$ cat config.mk
export PLATFORM = sky130hd
export DESIGN_NAME = prune_thr_unit
export DESIGN_NICKNAME = d
export VERILOG_FILES = /design/src/rtl/prune_thr_pkg.sv /design/src/rtl/lbmax_track.sv /design/src/rtl/thr_scale.sv /design/src/rtl/thr_out.sv /design/src/rtl/prune_thr_unit.sv
export SDC_FILE = /design/constraint.sdc
export NUM_CORES = 1
export LEC_CHECK = 0
export BUFFER_PORTS_ARGS = -buffer_cell sky130_fd_sc_hd__buf_2
export CAP_MARGIN = 5
export CORE_MARGIN = 2
export CORE_UTILIZATION = 52
export CTS_BUF_LIST = sky130_fd_sc_hd__clkbuf_4 sky130_fd_sc_hd__clkbuf_8
export DETAILED_ROUTE_END_ITERATION = 10
export PLACE_DENSITY = 0.78
export SLEW_MARGIN = 30
export SYNTH_ARGS = -nofsm -noshare
export SYNTH_HDL_FRONTEND = slang
export SYNTH_SLANG_ARGS = --single-unit
$ cat constraint.sdc
create_clock -name clk -period 4.95 [get_ports clk]
set_input_delay 0.2475 -clock clk [delete_from_list [all_inputs] [get_ports clk]]
set_output_delay 0.2475 -clock clk [all_outputs]
set_load 0.02 [all_outputs]
$ cat src/rtl/prune_thr_pkg.sv
package prune_thr_pkg;
  localparam int SCORE_W_DEF = 16;
  localparam int ALPHA_W_DEF = 8;
  localparam int RADIUS_DEF  = 5;
endpackage

$ cat src/rtl/lbmax_track.sv
module lbmax_track #(
  parameter int SCORE_W = prune_thr_pkg::SCORE_W_DEF
) (
  input  logic                      clk,
  input  logic                      rst_n,
  input  logic                      in_valid,
  input  logic                      in_live,
  input  logic                      in_last,
  input  logic signed [SCORE_W-1:0] in_score,
  output logic                      close,
  output logic signed [SCORE_W-1:0] close_max,
  output logic                      close_live
);
  localparam logic signed [SCORE_W-1:0] MIN_VAL = {1'b1, {(SCORE_W-1){1'b0}}};

  logic signed [SCORE_W-1:0] run_max;
  logic                      any_live;
  logic                      take;

  function automatic logic signed [SCORE_W-1:0] pick_max(
    input logic signed [SCORE_W-1:0] a,
    input logic signed [SCORE_W-1:0] b
  );
    return (a > b) ? a : b;
  endfunction

  assign take       = in_valid && in_live;
  assign close      = in_valid && in_last;
  assign close_max  = take ? pick_max(in_score, run_max) : run_max;
  assign close_live = any_live || take;

  always_ff @(posedge clk) begin
    if (!rst_n) begin
      run_max  <= MIN_VAL;
      any_live <= 1'b0;
    end else if (close) begin
      run_max  <= MIN_VAL;
      any_live <= 1'b0;
    end else if (take) begin
      run_max  <= close_max;
      any_live <= 1'b1;
    end
  end

  // a dead beat inside a round leaves the running state alone
  a_r4_dead_ignored: assert property (@(posedge clk) disable iff (!rst_n)
    (in_valid && !in_live && !in_last) |=> ($stable(run_max) && $stable(any_live)));

  // idle cycles leave the running state alone
  a_r5_idle_ignored: assert property (@(posedge clk) disable iff (!rst_n)
    !in_valid |=> ($stable(run_max) && $stable(any_live)));

  // a new round starts from the floor
  a_r6_fresh_round: assert property (@(posedge clk) disable iff (!rst_n)
    close |=> (run_max == MIN_VAL && !any_live));

  // a live beat in mid-round is covered by the running max
  a_r2_max_covers: assert property (@(posedge clk) disable iff (!rst_n)
    (take && !in_last) |=> (run_max >= $past(in_score)));
endmodule

$ cat src/rtl/thr_scale.sv
module thr_scale #(
  parameter int ALPHA_W = prune_thr_pkg::ALPHA_W_DEF,
  parameter int RADIUS  = prune_thr_pkg::RADIUS_DEF,
  parameter int PEN_W   = $clog2(RADIUS + 1)
) (
  input  logic [ALPHA_W-1:0] alpha,
  output logic [PEN_W-1:0]   penalty
);
  localparam int PROD_W = ALPHA_W + PEN_W + 1;

  function automatic logic [PEN_W-1:0] round_penalty(input logic [ALPHA_W-1:0] a);
    logic [PROD_W-1:0] prod;
    prod = PROD_W'(a) * PROD_W'(RADIUS) + (PROD_W'(1) << (ALPHA_W - 1));
    return PEN_W'(prod >> ALPHA_W);
  endfunction

  assign penalty = round_penalty(alpha);

  // the scaled radius never exceeds the radius
  always_comb begin
    a_r9_penalty_bound: assert (penalty <= PEN_W'(RADIUS));
  end
endmodule

$ cat src/rtl/thr_out.sv
module thr_out #(
  parameter int SCORE_W = prune_thr_pkg::SCORE_W_DEF,
  parameter int PEN_W   = 3
) (
  input  logic                      clk,
  input  logic                      rst_n,
  input  logic                      close,
  input  logic signed [SCORE_W-1:0] close_max,
  input  logic                      close_live,
  input  logic [PEN_W-1:0]          penalty,
  output logic                      thr_valid,
  output logic signed [SCORE_W-1:0] thr_value
);
  localparam logic signed [SCORE_W-1:0] MIN_VAL = {1'b1, {(SCORE_W-1){1'b0}}};

  function automatic logic signed [SCORE_W-1:0] sat_sub(
    input logic signed [SCORE_W-1:0] m,
    input logic [PEN_W-1:0]          p
  );
    logic signed [SCORE_W:0] d;
    d = {m[SCORE_W-1], m} - $signed({{(SCORE_W + 1 - PEN_W){1'b0}}, p});
    if (d[SCORE_W] != d[SCORE_W-1]) return MIN_VAL;
    return d[SCORE_W-1:0];
  endfunction

  always_ff @(posedge clk) begin
    if (!rst_n) begin
      thr_valid <= 1'b0;
      thr_value <= MIN_VAL;
    end else begin
      thr_valid <= close;
      if (close && close_live) thr_value <= sat_sub(close_max, penalty);
    end
  end
endmodule

$ cat src/rtl/prune_thr_unit.sv
module prune_thr_unit #(
  parameter int SCORE_W = prune_thr_pkg::SCORE_W_DEF,
  parameter int ALPHA_W = prune_thr_pkg::ALPHA_W_DEF,
  parameter int RADIUS  = prune_thr_pkg::RADIUS_DEF
) (
  input  logic                      clk,
  input  logic                      rst_n,
  input  logic                      lb_valid,
  input  logic                      lb_live,
  input  logic                      lb_last,
  input  logic signed [SCORE_W-1:0] lb_score,
  input  logic [ALPHA_W-1:0]        alpha,
  output logic                      thr_valid,
  output logic signed [SCORE_W-1:0] thr_value
);
  localparam int PEN_W = $clog2(RADIUS + 1);

  logic                      round_close;
  logic signed [SCORE_W-1:0] round_max;
  logic                      round_live;
  logic [PEN_W-1:0]          penalty;

  lbmax_track #(.SCORE_W(SCORE_W)) u_track (
    .clk(clk), .rst_n(rst_n),
    .in_valid(lb_valid), .in_live(lb_live), .in_last(lb_last), .in_score(lb_score),
    .close(round_close), .close_max(round_max), .close_live(round_live)
  );

  thr_scale #(.ALPHA_W(ALPHA_W), .RADIUS(RADIUS), .PEN_W(PEN_W)) u_scale (
    .alpha(alpha), .penalty(penalty)
  );

  thr_out #(.SCORE_W(SCORE_W), .PEN_W(PEN_W)) u_out (
    .clk(clk), .rst_n(rst_n),
    .close(round_close), .close_max(round_max), .close_live(round_live),
    .penalty(penalty), .thr_valid(thr_valid), .thr_value(thr_value)
  );

  // each accepted closing beat yields a strobe next cycle
  a_r3_strobe_on_close: assert property (@(posedge clk) disable iff (!rst_n)
    (lb_valid && lb_last) |=> thr_valid);

  // no strobe without a closing beat
  a_r3_no_stray_strobe: assert property (@(posedge clk) disable iff (!rst_n)
    !(lb_valid && lb_last) |=> !thr_valid);

  // an empty round holds the threshold
  a_r7_hold_empty: assert property (@(posedge clk) disable iff (!rst_n)
    (round_close && !round_live) |=> $stable(thr_value));

  // the threshold never rises above the round maximum
  a_r2_not_above_max: assert property (@(posedge clk) disable iff (!rst_n)
    (round_close && round_live) |=> (thr_value <= $past(round_max)));

  // the threshold only moves after a closing beat
  a_r6_only_on_close: assert property (@(posedge clk) disable iff (!rst_n)
    !(lb_valid && lb_last) |=> $stable(thr_value));
endmodule

======== Yosys cells after proc, flatten, opt, wreduce, memory -nomap -nowiden ========
Index checks and enable logic that the tools add are counted.
storage, ports and cells
  flip-flop bits (word level) ............. 34
  input port bits ......................... 29
  logic and storage cells ................. 22
cells by class
  add/sub/neg operators ................... 2
  $mul .................................... 1
  magnitude comparators ................... 1
  eq/ne operators ......................... 1
  mux-type cells .......................... 7
  bitwise operators ....................... 1
  reduce and logical (&&, ||, !) cells .... 5
operators with widths
  operator                                                              count
  16-bit two-way mux                                                    4
  16-bit by 4-bit subtractor with 17-bit output                         1
  16-bit greater-than comparator                                        1
  11-bit by 8-bit adder with 11-bit output (second input constant)      1
  8-bit by 3-bit multiplier with 11-bit output (second input constant)  1
  1-bit logical AND                                                     3
  1-bit two-way mux                                                     3
  2-bit OR reduction                                                    1
  1-bit logical OR                                                      1
  1-bit inequality test                                                 1
  1-bit inverter                                                        1

======== Depth between registers and ports, before layout ========
Gate-level depths: netlist of run 1.
  depth after elaboration ................. 9
  gate-level depth with buffers ........... 26

======== Hierarchy ========
From an unflattened synthesis of run 1, not the netlist that was laid out.
second synthesis, totals
  cell total of the unflattened synthesis .. 290
  area, all modules ....................... 2519.9 µm²
by module, submodules not included
  module       times used  cells each  area an instance (µm²)  sequential area each (µm²)
  lbmax_track  1           157         1321.3                  340.3
  thr_out      1           105         927.1                   340.3
  thr_scale    1           28          271.5                   0.0

======== Least setup slack after synthesis of run 1 ========
No wires, ideal clock.
  kind .................................... reg-to-reg
  start point ............................. reg u_track.run_max[15]
  end point ............................... reg u_out.thr_value[8]
  data arrival time ....................... 5.055 ns
  data required time ...................... 4.855 ns
  slack ................................... -0.200 ns
  cell stages (with the launch flop) ...... 25
  path buffers ............................ 4
  cells stage by stage .................... dfxtp_1 > inv_1 > ha_1 > nand4_2 > nor4_2 > a21bo_2 > and3_4 > nor3_2 > buf_6 > clkbuf_1 > nor2_1 > a21oi_1 > inv_1 > ha_1 > nor2b_1 > o21ai_0 > nand2b_1 > clkbuf_1 > o21bai_1 > nor4b_1 > xor2_1 > ha_1 > or3b_2 > clkbuf_1 > o311ai_1
between the ends
  word-level cells in the longest chain between the ends .. 9
RTL lines
  what                                             RTL line              text
  start, declared                                  lbmax_track.sv:16     logic signed [SCORE_W-1:0] run_max;
  start signal, assigned                           lbmax_track.sv:40     run_max <= close_max;
  16-bit greater-than comparator *                 lbmax_track.sv:24     return (a > b) ? a : b;
  16-bit two-way mux *                             lbmax_track.sv:24
  16-bit two-way mux *                             lbmax_track.sv:29     assign close_max = take ? pick_max(in_score, run_max) : run_max;
  net round_max[1]                                 prune_thr_unit.sv:19  logic signed [SCORE_W-1:0] round_max;
  16-bit by 4-bit subtractor with 17-bit output *  thr_out.sv:21         d = {m[SCORE_W-1], m} - $signed({{(SCORE_W + 1 - PEN_W){1'b0}}, p});
  1-bit inequality test                            thr_out.sv:22         if (d[SCORE_W] != d[SCORE_W-1]) return MIN_VAL;
  1-bit two-way mux                                thr_out.sv:22
  1-bit two-way mux                                thr_out.sv:32         if (close && close_live) thr_value <= sat_sub(close_max, penalty);
  1-bit two-way mux                                thr_out.sv:27         if (!rst_n) begin
  16-bit two-way mux *                             thr_out.sv:23         return d[SCORE_W-1:0];
  end signal, assigned                             thr_out.sv:32
  end, declared                                    thr_out.sv:12         output logic signed [SCORE_W-1:0] thr_value
Mark *: on every way through the listed nets, which the timed path passes. The rest lies on a longest branch. The select of a mux whose other input is x is not followed.
A chain may end at the register's enable or synchronous reset.

======== Final worst setup path of run 1 ========
Same ends and word-level chain as after synthesis.

==> load_flow_metrics.sql, run 1 <==
INSERT INTO impl_metrics (metric_group, metric, value, unit) VALUES
('clock_network', 'cts_num_sinks', '34', ''),
('synthesis', 'postSynthRegisterBits', '34', ''),
('setup_path', 'critical-path-max-stage-delay', '420', 'ps'),
('cells_and_area', 'fill_cells', '387', ''),
('setup_path', 'worstReg2RegStart', 'u_track.run_max[15]$_SDFFE_PP1P_', ''),
('pwr', 'power_leakage', '1.36', 'nW'),
('grt', 'grt_antenna_before_repair', '0', ''),
('synthesis', 'post_synth.cell_area_avg', '8.46', 'um2'),
('clock_network', 'tritoncts.num_buffers', '5', ''),
('floorplanning', 'floorplan.die_area', '0.00537', 'mm2'),
('synthesis', 'ys.flop_type', 'dfxtp_1', ''),
('grt', 'grt_util_all_layers', '23.5', '%'),
('cells_and_area', 'mostFrequentLayoutCell', 'buf_2', ''),
('clock_network', 'clock-root-buffer', 'clkbuf_8', ''),
('pwr', 'power_per_cell_area', '263', 'mW/mm2'),
('synthesis', 'synth_adder_area_share', '18.2', '%'),
('synthesis', 'ys_types', '53', ''),
('cells_and_area', 'fin_nets', '418', ''),
('floorplanning', 'floorplan.core_area', '0.00466', 'mm2'),
('synthesis', 'share_of_the_synthesized_area_in_compound_gates_ao_oa_aoi_oai', '17.4', '%'),
('grt', 'grt_max_degree', '24', ''),
('routing', 'drt_first_iter_violations', '194', ''),
('synthesis', 'synthesized_area_fraction_occupied_by_and_or_nand_nor_cells', '22.4', '%'),
('cells_and_area', 'finalInstanceArea', '0.00310', 'mm2'),
('setup_path', 'arrival', '4960', 'ps'),
('setup_path', 'cp_top_family', 'simple AND/OR/NAND/NOR gates', ''),
('synthesis', 'synth_async_sr_flop_share', '0', '%'),
('synthesis', 'dominant_combinational_cell_family_by_area_after_synthesis', 'simple AND/OR/NAND/NOR gates', ''),
('cells_and_area', 'layout.cells.most_common_list', '45 x buf_2, 29 x ha_1, 27 x dfxtp_1', ''),
('synthesis', 'xor_xnor_share_of_the_synthesized_area', '4.56', '%'),
('placement', 'port-buffer-count', '45', ''),
('sta', 'final.period_utilization', '96.1', '%'),
('hold_path', 'worstHoldPathCells', '2', ''),
('cells_and_area', 'fraction_of_final_layout_cells_with_drive_strength_greater_than_1', '29.7', '%'),
('floorplanning', 'die_w', '73.3', 'um'),
('sta', 'slew_headroom', '29.3', '%'),
('routing', 'wl', '6.45', 'mm'),
('floorplanning', 'top_level_ports', '46', ''),
('routing', 'detailed_router_iteration_count_before_antenna_repair', '5', ''),
('routing', 'detail_route.wl_per_cell', '15.8', 'um'),
('pwr', 'ir_drop', '0.134', 'mV'),
('setup_path', 'worstSetupEndpointType', 'flop', ''),
('clock_network', 'clk_latency', '300', 'ps'),
('synthesis', 'post_synth_instance_area', '0.00249', 'mm2'),
('setup_path', 'timing.reg2reg.worst_path_depth', '25', ''),
('run', 'maxcap_violations', '0', ''),
('sta', 'worst_pin_slew', '1060', 'ps'),
('cells_and_area', 'layoutNonFillerInstCount', '408', ''),
('setup_path', 'critPathLaunchType', 'flop', ''),
('floorplanning', 'initial_utilization', '53.5', '%'),
('setup_path', 'count_of_buffering_cells_on_the_critical_path_with_inverters_included', '5', ''),
('routing', 'post-route-drc-count', '0', ''),
('sta', 'final_max_slew_viol_count', '0', ''),
('setup_path', 'regToRegEndpoint', 'u_out.thr_value[8]$_SDFFE_PN0P_', ''),
('synthesis', 'synth_warn', '0', ''),
('sta', 'timing.final.hold_violations', '0', ''),
('cells_and_area', 'antenna_cells', '0', ''),
('setup_path', 'worstPathRequired', '5160', 'ps'),
('grt', 'grt_overflow', '0', ''),
('synthesis', 'synth.mux.area_fraction', '5.07', '%'),
('sta', 'period_minus_slack', '4750', 'ps'),
('placement', 'detailedPlacementHpwl', '4.56', 'mm'),
('sta', 'final_setup_slack_of_the_worst_path', '195', 'ps'),
('clock_network', 'cts_max_level', '2', ''),
('pwr', 'fin_total_pwr', '0.000814', 'W'),
('clock_network', 'clock_path_buffers', '2', ''),
('clock_network', 'cts.clk_slew.worst_paths', '80', 'ps'),
('sta', 'fin_worst_skew', '10.4', 'ps'),
('grt', 'grt_first_pass_wirelength', '9.78', 'mm'),
('status', 'run_status', 'complete, no violations', ''),
('setup_path', 'setup.reg_to_reg.worst_slack', '200', 'ps');
[Yosys cell counts, types with 3 or more instances]
master,number,share of area (%)
a21oi_1,19,3.8
mux2i_1,10,4.0
a211oi_1,7,2.1
ha_1,33,17
dfxtp_1,34,27
o211ai_1,4,1.2
clkbuf_1,8,1.2
or4_1,4,1.2
inv_1,22,3.3
o21ai_0,10,2.0
nand4_1,3,0.75
nor3_1,13,2.6
nor2b_1,8,2.0
nor2_1,23,3.5
a32o_1,3,1.2
xor2_1,4,1.4
nand3_1,4,0.80
nor4_1,3,0.75
and2_1,6,1.5
a21boi_0,3,0.90
nand2_1,23,3.5
xnor2_1,9,3.2
o31ai_1,5,1.5
[worst reg2reg max path: stages, from the launching register on]
cell	delay [ps]
dfxtp_1	310
inv_1	50
ha_2	420
nand4_4	170
nor3_1	280
a211oi_2	110
buf_4	170
and3_4	190
nor3_4	240
buf_4	170
buf_4	110
a21oi_4	60
inv_1	60
ha_1	220
nor2b_1	130
o21ai_1	120
nand2b_1	80
o21bai_2	200
nor4b_2	290
xor2_1	270
ha_4	270
nor3b_4	250
nand2_1	110
nor4_2	230
nor2_1	80
o311ai_2	60
[registers in the layout (all words and copies together), names as in the netlist]
| signal | cells |
|---|---|
| u_out.thr_value | 16 |
| u_track.run_max | 16 |
| u_out.thr_valid | 1 |
| u_track.any_live | 1 |
[where the power goes]
group          total (W)  switching, W  internal, W
Combinational   0.000319      0.000181     0.000138
Clock           0.000201      0.000106    0.0000944
Sequential      0.000295    0.00000698     0.000288
[stage by stage]
step / TNS, ps / hold WS (ps)
after global placement: 0 / 433
after global routing: -209 / 235
after detailed placement: 0 / 440
after CTS: 0 / 211
after floorplan: 0 / 384
final: 0 / 228
[layer usage]
metal	GRT usage (%)	vias up	routed length (um)
li1	-	1182	-
met1	29.8	1109	2760
met2	38.3	119	3110
met3	4.39	24	396
met4	11.1	0	187
met5	0	-	0
[how the worst max path moves through the flow]
stage	start	to	depth (start not counted)
after floorplan	u_track.run_max[15]$_SDFFE_PP1P_	u_out.thr_value[8]$_SDFFE_PN0P_	24
after global placement	alpha[5]	u_out.thr_value[8]$_SDFFE_PN0P_	21
after detailed placement	alpha[5]	u_out.thr_value[8]$_SDFFE_PN0P_	21
after CTS	u_track.run_max[15]$_SDFFE_PP1P_	u_out.thr_value[8]$_SDFFE_PN0P_	20
after global routing	u_track.run_max[15]$_SDFFE_PP1P_	u_out.thr_value[8]$_SDFFE_PN0P_	23
final	u_track.run_max[15]$_SDFFE_PP1P_	u_out.thr_value[8]$_SDFFE_PN0P_	25
[cells by family (layout without fill, tap and decap cells)]
family	after synthesis	count (layout)
simple gates	103	103
compound gates	66	66
fa+ha+maj	35	35
flops	34	34
buf+inv	32	91
xor+xnor	13	13
mux	12	12
[final cells by class]
cell class	count	area [um2]	share of cell area [%]
Clock buffer	5	68.8	2.22
Clock inverter	2	10.0	0.323
Inverter	23	86.3	2.79
Multi-Input combinational cell	229	1830	59.1
Sequential cell	34	689	22.3
Tap cell	54	67.6	2.18
Timing Repair Buffer	61	345	11.1
[timing repair]
item	in CTS	in global routing
resized for setup	0	32
setup endpoints to repair	0	11
buffers inserted	0	9
hold buffers	0	0
Power figures use the tool's default switching activity.
==> run 2: changes to the inputs <==
--- a/config.mk
+++ b/config.mk
@@ -12,6 +12,7 @@
 export CTS_BUF_LIST = sky130_fd_sc_hd__clkbuf_4 sky130_fd_sc_hd__clkbuf_8
 export DETAILED_ROUTE_END_ITERATION = 10
 export PLACE_DENSITY = 0.78
+export REMOVE_ABC_BUFFERS = 1
 export SLEW_MARGIN = 30
 export SYNTH_ARGS = -nofsm -noshare
 export SYNTH_HDL_FRONTEND = slang
==> load_flow_metrics.sql, run 2 (synthesized netlist as in run 1, its figures left out) <==
INSERT INTO impl_metrics (metric_group, metric, value, unit) VALUES
('grt', 'grt_first_pass_wirelength', '9.69', 'mm'),
('sta', 'timing.final.hold_violations', '0', ''),
('placement', 'gp_congestion', '0.967', ''),
('routing', 'wl_met1', '2.62', 'mm'),
('routing', 'wl', '6.05', 'mm'),
('clock_network', 'cts_tree', 'done', ''),
('run', 'maxcap_violations', '0', ''),
('cells_and_area', 'area.growth.synth_to_final', '22.6', '%'),
('pwr', 'p_int', '0.000563', 'W'),
('routing', 'detail_route.wl_per_cell', '14.9', 'um'),
('clock_network', 'cts.clk_slew.worst_paths', '70', 'ps'),
('routing', 'detailed_router_iteration_count_before_antenna_repair', '7', ''),
('floorplanning', 'floorplan.die_area', '0.00537', 'mm2'),
('placement', 'port-buffer-count', '45', ''),
('floorplanning', 'top_level_ports', '46', ''),
('pwr', 'ir_drop', '0.142', 'mV'),
('pwr', 'power_leakage', '1.36', 'nW'),
('sta', 'final_max_slew_viol_count', '0', ''),
('cells_and_area', 'antenna_cells', '0', ''),
('pwr', 'combinationalPowerShare', '36.5', '%'),
('routing', 'drt_first_iter_violations', '125', ''),
('routing', 'routed-wl-met2', '3.07', 'mm'),
('cells_and_area', 'reg.largest.list', 'u_out.thr_value: 16 flops, u_track.run_max: 16 flops', ''),
('routing', 'drt-vias-per-instance', '5.77', ''),
('status', 'run_status', 'complete, no violations', ''),
('routing', 'final_antenna_net_count', '0', ''),
('cells_and_area', 'fraction_of_final_layout_cells_with_drive_strength_greater_than_1', '26.1', '%'),
('sta', 'worst_pin_slew', '912', 'ps'),
('sta', 'setup-violations-final', '0', ''),
('cells_and_area', 'mostFrequentLayoutCell', 'buf_2', ''),
('pwr', 'netSwitchingPower', '0.000286', 'W'),
('pwr', 'power_frac_seq', '34.7', '%'),
('placement', 'dp_slack', '-68.2', 'ps'),
('cells_and_area', 'layout.cells.most_common_list', '45 x buf_2, 31 x ha_1, 31 x dfxtp_1', ''),
('sta', 'slew_headroom', '39.0', '%'),
('grt', 'grt_antenna_before_repair', '0', ''),
('setup_path', 'worstSetupEndpointType', 'flop', ''),
('floorplanning', 'placement_rows', '25', ''),
('setup_path', 'worstPathRequired', '5150', 'ps'),
('sta', 'fin_worst_skew', '8.25', 'ps'),
('cells_and_area', 'fin_nets', '416', ''),
('floorplanning', 'dieHeight', '73.3', 'um'),
('routing', 'top_signal_layer_used', 'met4', ''),
('clock_network', 'clock-root-buffer', 'clkbuf_8', ''),
('routing', 'via_count', '2350', ''),
('pwr', 'power.clock.fraction', '28.8', '%'),
('clock_network', 'cts_max_level', '2', ''),
('grt', 'grt_max_degree', '17', ''),
('clock_network', 'clock_path_buffers', '2', ''),
('floorplanning', 'die_w', '73.3', 'um'),
('clock_network', 'clk_latency', '290', 'ps'),
('grt', 'grt_overflow', '0', ''),
('sta', 'holdWs', '217', 'ps'),
('clock_network', 'tritoncts.num_buffers', '5', ''),
('setup_path', 'critical_path_peak_fanout', '8', ''),
('pwr', 'power.share.switching', '33.7', '%'),
('sta', 'period_minus_slack', '4750', 'ps'),
('routing', 'post-route-drc-count', '0', ''),
('setup_path', 'criticalPathCategory', 'reg2reg', ''),
('cells_and_area', 'layoutNonFillerInstCount', '407', ''),
('routing', 'wl_met3', '238', 'um'),
('floorplanning', 'initial_utilization', '53.5', '%'),
('sta', 'max_freq', '210', 'MHz'),
('setup_path', 'critPathLaunchType', 'flop', ''),
('placement', 'detailedPlacementHpwl', '4.50', 'mm'),
('grt', 'grt_util_all_layers', '23.2', '%'),
('sta', 'final_setup_slack_of_the_worst_path', '199', 'ps'),
('setup_path', 'arrival', '4950', 'ps'),
('grt', 'first_global_vias', '2099', ''),
('placement', 'placed_cells_incl_taps', '395', ''),
('clock_network', 'cts_num_sinks', '34', ''),
('floorplanning', 'floorplan.core_area', '0.00466', 'mm2'),
('sta', 'final.period_utilization', '96.0', '%'),
('hold_path', 'worstHoldPathType', 'in2reg', ''),
('pwr', 'power_per_cell_area', '278', 'mW/mm2');
==> run 2: cell type report <==
cell class	instances	area, um2
Multi-Input combinational cell	229	1780
Sequential cell	34	684
Clock buffer	8	110
Fill cell	395	1600
Inverter	23	86.3
Timing Repair Buffer	59	334
Tap cell	54	67.6
==> run 2: critical path: stages, from the launching register on <==
cell,delay [ps]
dfxtp_2,370
inv_1,80
ha_1,290
nand4_1,170
nor4_4,350
a21bo_4,290
and3_4,180
nor3_4,240
buf_4,160
buf_4,130
nand2_1,50
o21ai_0,100
ha_1,330
o21ai_0,100
nand2b_1,100
o21bai_1,190
nor4b_2,300
xor2_1,190
ha_1,280
or3b_4,480
o311ai_1,270
==> run 2: path summary, 6_finish.rpt <==
path	to	cells after the start	start	slack [ps]
worst max-delay path	u_out.thr_value[8]$_SDFFE_PN0P_	20	u_track.run_max[6]$_SDFFE_PP0P_	200
worst min-delay path	u_track.run_max[15]$_SDFFE_PP1P_	3	lb_last	220
worst max register to register	u_out.thr_value[8]$_SDFFE_PN0P_	20	u_track.run_max[6]$_SDFFE_PP0P_	200
worst min register to register	u_out.thr_value[3]$_SDFFE_PN0P_	2	u_out.thr_value[3]$_SDFFE_PN0P_	450
==> run 2: timing repair <==
action | 4_1_cts | 5_1_grt
hold buffers | 0 | 0
endpoints found under the setup margin | 2 | 12
endpoints found under the hold margin | 0 | 0
resized for setup | 1 | 17
gates cloned | 0 | 0
pin swaps | 0 | 6
buffers inserted | 0 | 4
==> run 2: routing by layer <==
metal | up-vias | GRT usage (%)
li1 | 1182 | -
met1 | 1090 | 30.2
met2 | 66 | 39.0
met3 | 12 | 4.53
met4 | 0 | 6.58
met5 | - | 0
==> run 2: per-stage QoR <==
stage	instance area (um2)	utilization [%]	setup TNS [ps]	power, W
3_3_place_gp	2830	60.7	0	0.000577
4_1_cts	2940	63.1	0	0.000830
6_report	3060	65.6	0	0.000849
3_5_place_dp	2830	60.7	-148	0.000586
5_1_grt	3060	65.6	-46.8	0.000904
2_1_floorplan	2450	-	-6150	0.000489
==> run 2: power by group through the flow <==
stage               logic (W)  clock network, W  registers [W]
detailed placement   0.000286                 0       0.000301
finish               0.000310          0.000245       0.000295
global placement     0.000277                 0       0.000300
floorplan            0.000177                 0       0.000313
CTS                  0.000289          0.000247       0.000294
global route         0.000346          0.000261       0.000297
